==> config.mk <==
export PLATFORM = sky130hd
export DESIGN_NAME = fft_bank_agu
export DESIGN_NICKNAME = d
export VERILOG_FILES = /design/src/rtl/fft_agu_pkg.sv /design/src/rtl/fft_agu_seq.sv /design/src/rtl/fft_agu_map.sv /design/src/rtl/fft_agu_delay.sv /design/src/rtl/fft_bank_agu.sv
export SDC_FILE = /design/constraint.sdc
export NUM_CORES = 1
export LEC_CHECK = 0
export ABC_AREA = 1
export BUFFER_PORTS_ARGS = -buffer_cell sky130_fd_sc_hd__buf_2
export CAP_MARGIN = 30
export CORE_MARGIN = 5
export CORE_UTILIZATION = 25
export DETAILED_ROUTE_END_ITERATION = 10
export GPL_TIMING_DRIVEN = 0
export PLACE_DENSITY = 0.56
export SYNTH_ARGS = -nofsm -noshare
export SYNTH_HDL_FRONTEND = slang
export SYNTH_SLANG_ARGS = --single-unit
==> constraint.sdc <==
create_clock -name clk -period 1.59 [get_ports clk]
set_clock_uncertainty 0.15 [all_clocks]
set_input_delay 0.159 -clock clk [delete_from_list [all_inputs] [get_ports clk]]
set_output_delay 0.159 -clock clk [all_outputs]
set_load 0.01 [all_outputs]
==> src/rtl/fft_agu_pkg.sv <==
package fft_agu_pkg;

    typedef enum logic [1:0] {
        ST_IDLE  = 2'd0,
        ST_ISSUE = 2'd1,
        ST_DRAIN = 2'd2
    } agu_state_e;

endpackage

==> src/rtl/fft_agu_seq.sv <==
module fft_agu_seq
    import fft_agu_pkg::*;
#(
    parameter int unsigned AW            = 3,
    parameter int unsigned PASSES        = 6,
    parameter int unsigned STRIDE_PASSES = 3,
    parameter int unsigned LAT           = 4
) (
    input  logic          clk,
    input  logic          rst_n,
    input  logic          start,
    output logic          issue,
    output logic [AW-1:0] octet,
    output logic          stride_mode,
    output logic          last_octet,
    output logic          final_pass
);

    localparam int unsigned PW = (PASSES > 1) ? $clog2(PASSES) : 1;
    localparam int unsigned DW = $clog2(LAT + 1);

    typedef struct packed {
        agu_state_e    st;
        logic [AW-1:0] oct;
        logic [PW-1:0] pass;
        logic [DW-1:0] drain;
    } seq_t;

    seq_t seq_d, seq_q;

    always_comb begin
        seq_d = seq_q;
        if (start) begin
            seq_d.st    = ST_ISSUE;
            seq_d.oct   = '0;
            seq_d.pass  = '0;
            seq_d.drain = '0;
        end else begin
            case (seq_q.st)
                ST_ISSUE: begin
                    if (&seq_q.oct) begin
                        seq_d.st    = ST_DRAIN;
                        seq_d.oct   = '0;
                        seq_d.drain = DW'(LAT - 1);
                    end else begin
                        seq_d.oct = seq_q.oct + 1'b1;
                    end
                end
                ST_DRAIN: begin
                    if (seq_q.drain == '0) begin
                        if (seq_q.pass == PW'(PASSES - 1)) begin
                            seq_d.st   = ST_IDLE;
                            seq_d.pass = '0;
                        end else begin
                            seq_d.st   = ST_ISSUE;
                            seq_d.pass = seq_q.pass + 1'b1;
                        end
                    end else begin
                        seq_d.drain = seq_q.drain - 1'b1;
                    end
                end
                default: seq_d = seq_q;
            endcase
        end
    end

    always_ff @(posedge clk) begin
        if (!rst_n) begin
            seq_q <= '0;
        end else begin
            seq_q <= seq_d;
        end
    end

    assign issue       = (seq_q.st == ST_ISSUE);
    assign octet       = seq_q.oct;
    assign stride_mode = (seq_q.pass < PW'(STRIDE_PASSES));
    assign last_octet  = issue && (&seq_q.oct);
    assign final_pass  = (seq_q.pass == PW'(PASSES - 1));

endmodule

==> src/rtl/fft_agu_map.sv <==
module fft_agu_map #(
    parameter int unsigned AW = 3
) (
    input  logic                    valid,
    input  logic [AW-1:0]           octet,
    input  logic                    stride_mode,
    output logic [(1<<AW)*AW-1:0]   addr,
    output logic [AW-1:0]           rot
);

    localparam int unsigned BANKS = 1 << AW;
    localparam int unsigned W     = BANKS * AW;

    // stg[0] holds word b in lane b; each stage rotates by 2^s lanes
    logic [W-1:0] stg [AW+1];
    logic [W-1:0] run_word;

    genvar b, s;
    generate
        for (b = 0; b < BANKS; b++) begin : g_ident
            assign stg[0][b*AW +: AW] = AW'(b);
        end
        for (s = 0; s < AW; s++) begin : g_rot
            localparam int unsigned SH = (1 << s) * AW;
            assign stg[s+1] = octet[s] ? {stg[s][W-SH-1:0], stg[s][W-1:W-SH]}
                                       : stg[s];
        end
    endgenerate

    assign run_word = {BANKS{octet}};

    always_comb begin
        if (!valid) begin
            addr = '0;
            rot  = '0;
        end else begin
            addr = stride_mode ? stg[AW] : run_word;
            rot  = octet;
        end
    end

endmodule

==> src/rtl/fft_agu_delay.sv <==
module fft_agu_delay #(
    parameter int unsigned W   = 30,
    parameter int unsigned LAT = 4
) (
    input  logic         clk,
    input  logic         rst_n,
    input  logic         flush,
    input  logic [W-1:0] din,
    output logic [W-1:0] dout
);

    logic [W-1:0] pipe_d [LAT];
    logic [W-1:0] pipe_q [LAT];

    always_comb begin
        pipe_d[0] = flush ? '0 : din;
        for (int i = 1; i < LAT; i++) begin
            pipe_d[i] = flush ? '0 : pipe_q[i-1];
        end
    end

    always_ff @(posedge clk) begin
        if (!rst_n) begin
            for (int i = 0; i < LAT; i++) begin
                pipe_q[i] <= '0;
            end
        end else begin
            pipe_q <= pipe_d;
        end
    end

    assign dout = pipe_q[LAT-1];

endmodule

==> src/rtl/fft_bank_agu.sv <==
module fft_bank_agu #(
    parameter int unsigned AW            = 3,
    parameter int unsigned PASSES        = 6,
    parameter int unsigned STRIDE_PASSES = 3,
    parameter int unsigned LAT           = 4
) (
    input  logic                  clk,
    input  logic                  rst_n,
    input  logic                  start,
    output logic                  rd_valid,
    output logic [AW-1:0]         rd_rot,
    output logic [(1<<AW)*AW-1:0] rd_addr,
    output logic                  wr_valid,
    output logic [AW-1:0]         wr_rot,
    output logic [(1<<AW)*AW-1:0] wr_addr,
    output logic                  pass_done,
    output logic                  all_done
);

    localparam int unsigned BANKS = 1 << AW;
    localparam int unsigned AB    = BANKS * AW;
    localparam int unsigned PAYW  = AB + AW + 3;

    logic          issue;
    logic [AW-1:0] octet;
    logic          stride_mode;
    logic          last_octet;
    logic          final_pass;
    logic [PAYW-1:0] rd_pkt;
    logic [PAYW-1:0] wr_pkt;
    logic          wr_last;
    logic          wr_fin;

    fft_agu_seq #(
        .AW(AW), .PASSES(PASSES), .STRIDE_PASSES(STRIDE_PASSES), .LAT(LAT)
    ) u_seq (
        .clk         (clk),
        .rst_n       (rst_n),
        .start       (start),
        .issue       (issue),
        .octet       (octet),
        .stride_mode (stride_mode),
        .last_octet  (last_octet),
        .final_pass  (final_pass)
    );

    fft_agu_map #(.AW(AW)) u_map (
        .valid       (issue),
        .octet       (octet),
        .stride_mode (stride_mode),
        .addr        (rd_addr),
        .rot         (rd_rot)
    );

    assign rd_valid = issue;
    assign rd_pkt   = {last_octet, last_octet & final_pass, issue, rd_rot, rd_addr};

    fft_agu_delay #(.W(PAYW), .LAT(LAT)) u_delay (
        .clk   (clk),
        .rst_n (rst_n),
        .flush (start),
        .din   (rd_pkt),
        .dout  (wr_pkt)
    );

    assign {wr_last, wr_fin, wr_valid, wr_rot, wr_addr} = wr_pkt;
    assign pass_done = wr_last;
    assign all_done  = wr_fin;

endmodule

==> results.json <==
{
  "hp-class": "register to register",
  "arrival_ns": 1.58,
  "synth_xor_area_share_pct": 0.277,
  "postRouteAntennaNets": 0,
  "synth_edf_count": 0,
  "worstHoldStart": "u_delay.pipe_q[84]$_SDFF_PP0_",
  "fin_cells": 650,
  "cts_made_buffers": 9,
  "finalHoldViolations": 0,
  "syn_area_per_cell_um2": 8.16,
  "layout-drive-gt1-share_pct": 44.8,
  "drt_iter0_drc": 103,
  "whs_path_depth": 2,
  "mostFrequentLayoutCells": "dfxtp_1 (72), nor2_1 (71), inv_1 (66)",
  "die_area_um2": 15000,
  "synth_area_um2": 3160,
  "synth-adder-area-share_pct": 3.96,
  "cts_root_buf": "clkbuf_16",
  "antenna_found_initial": 0,
  "timing.rr.end": "u_seq.seq_q[1]$_SDFFE_PP0P_",
  "r2r_cells": 10,
  "setup_viol_count_final": 27,
  "dp_hpwl_um": 4310,
  "crit_required_ns": 1.28,
  "maxSlewViolCount": 0,
  "dp_cells": 619,
  "vias": 2319,
  "synth-compound-area-share_pct": 3.37,
  "r2r-start": "u_seq.seq_q[10]$_SDFFE_PP0P_",
  "synth_area_leader_cell": "dfxtp_1",
  "clock_latency_ns": 0.33,
  "final_util_pct": 35.6,
  "synthSimpleGateAreaFrac_pct": 17.5,
  "wire_per_inst_um": 9.70,
  "worstPathMaxFanout": 7,
  "first_pass_iters": 4,
  "synth_top_family_by_area": "buffers and inverters",
  "leakage_nw": 2.05,
  "clock-sinks": 79,
  "synth.net_count": 400,
  "coreArea_um2": 12500,
  "worstSetupPathType": "register to output pin",
  "synth_top_area_share_pct": 50.1,
  "yosysUniqueCellTypes": 25,
  "die_x_um": 122,
  "yosys-top-cells-area": "dfxtp_1 (50%), buf_4 (13%), inv_1 (9.7%)",
  "period_share_pct": 119,
  "port_buffers": 60,
  "worst_pin_slew_ns": 0.346,
  "final_common_cell": "dfxtp_1",
  "status": "finished, violations left",
  "htree_num_levels": 3,
  "yosysWarnings": 0,
  "grt_pass1_vias": 2353,
  "synthesis.instances": 387,
  "async_reset_ff_share_pct": 0,
  "end_kind": "output pin",
  "nNetsFinal": 486,
  "gp_congestion": 0.798,
  "die_y_um": 122,
  "track_usage_pct": 8.84,
  "pin_count": 61,
  "area_growth_pct": 41.2,
  "fin_ws_ns": -0.296,
  "crit_path_start_kind": "register",
  "hold_end": "u_delay.pipe_q[54]$_SDFF_PP0_",
  "muxShareOfSynthArea_pct": 0,
  "failed_checks": "negative setup slack",
  "antenna-diode-count": 0,
  "vias_per_cell": 3.57,
  "rsz0062_at_grt": "true",
  "drc_errors": 0,
  "initial_core_util_pct": 25.2,
  "irDropWorstVdd_uv": 534,
  "tritoncts": "yes",
  "grt_start_max_net_pins": 16,
  "rows": 41,
  "ys_seq_area_share_pct": 50.1,
  "grt_first_pass_wirelength_um": 10400,
  "fillers": 1324,
  "ys_ff_latch": 79,
  "r2r_slack_ns": 0.01,
  "cellPowerDensity_nw_per_um2": 987,
  "clkTransAtPathRegs_ns": 0.06,
  "period_needed_ns": 1.89,
  "slew_headroom_pct": 76.8,
  "grt-ovfl-total": 0,
  "clockBufferDepth": 2,
  "postRouteWirelength_um": 6300,
  "ys.flop_type": "dfxtp_1",
  "cap_violations": 0,
  "fmax_ghz": 0.530
}
[what timing repair did]
action                     4_1_cts  5_1_grt
hold endpoints to repair         6        0
hold buffers                     2        0
pin swaps                        9       10
setup buffers                   16        2
resized for setup               88       21
setup endpoints to repair       32       34
[cell usage after synthesis (4+ instances only)]
cell / number
nand2_1: 33
buf_2: 7
nor3_1: 5
o21ai_0: 5
o211ai_1: 4
ha_1: 10
buf_4: 55
nor2_1: 77
inv_1: 82
dfxtp_1: 79
a21oi_1: 7
[per-stage QoR]
stage | area [µm²] | total power, mW | TNS [ns] | hold slack (ns) | worst slack [ns]
6_report | 4460 | 4.40 | -5.78 | 0.252 | -0.296
5_1_grt | 4460 | 4.59 | -8.15 | 0.260 | -0.365
4_1_cts | 4390 | 4.43 | -6.34 | 0.250 | -0.301
3_5_place_dp | 3670 | 2.38 | -2.78 | 0.249 | -0.232
3_3_place_gp | 3670 | 2.37 | -2.58 | 0.246 | -0.195
2_1_floorplan | 3160 | 2.29 | 0 | 0.157 | 0.0733
[kinds of logic (layout without fill, tap and decap cells)]
family                     count (synthesis)  count (layout)
AOI/OAI and AO/OA                         18              18
xor gates and xnor gates                   1               1
adders and majority gates                 10              10
buffers and inverters                    149             240
DFF                                       79              79
and+or+nand+nor                          130             130
[layout make-up]
class                   count  area, µm²  share of cell area, %
plain buffers              58        464                   10.4
inverters                  86        338                   7.58
clock buffers               9        225                   5.05
flip-flops and latches     79       1600                   35.9
clock inverters             7       53.8                   1.21
multi-input cells         159       1000                   22.5
repair buffers             80        557                   12.5
well taps                 172        215                   4.83
[report_power, final]
part	leakage (nW)	switching, mW	internal (mW)
registers	0.642	0.0121	2.00
logic	1.28	0.257	0.245
clock network	0.129	0.820	1.07
total	2.05	1.09	3.31
[state kept, by name, indices dropped and copies added, names as in the netlist]
register        flops
u_delay.pipe_q     51
u_delay.dout       17
u_seq.seq_q         8
u_seq.octet         3
[worst max-delay path, cell delays in order, from the launching register on]
cell     delay [ns]
dfxtp_2        0.34
inv_2          0.04
ha_4           0.16
buf_12         0.15
nand2_8        0.09
nand2_8        0.09
nand2_2        0.09
inv_1          0.04
buf_4          0.11
buf_2          0.13
[per-layer routing]
layer	vias to the layer above	track usage [%]	share of wire (%)
li1	1241	-	-
met1	1012	9.39	43
met2	57	16.1	51
met3	9	3.18	5.2
met4	0	3.08	1.3
met5	-	0	0
[worst max-delay path by stage]
stage	startpoint	endpoint	slack (ns)	cells after the start
6_report	u_seq.seq_q[10]$_SDFFE_PP0P_	rd_addr[14]	-0.30	9
2_1_floorplan	u_seq.octet[1]$_SDFFE_PP0P_	u_seq.seq_q[1]$_SDFFE_PP0P_	0.07	9
5_1_grt	u_seq.seq_q[10]$_SDFFE_PP0P_	rd_addr[3]	-0.37	9
3_5_place_dp	u_seq.seq_q[9]$_SDFFE_PN0P_	rd_addr[10]	-0.23	8
4_1_cts	u_seq.seq_q[10]$_SDFFE_PP0P_	rd_addr[10]	-0.30	9
3_3_place_gp	u_seq.seq_q[10]$_SDFFE_PP0P_	rd_addr[7]	-0.19	9
Power figures use the tool's default switching activity.
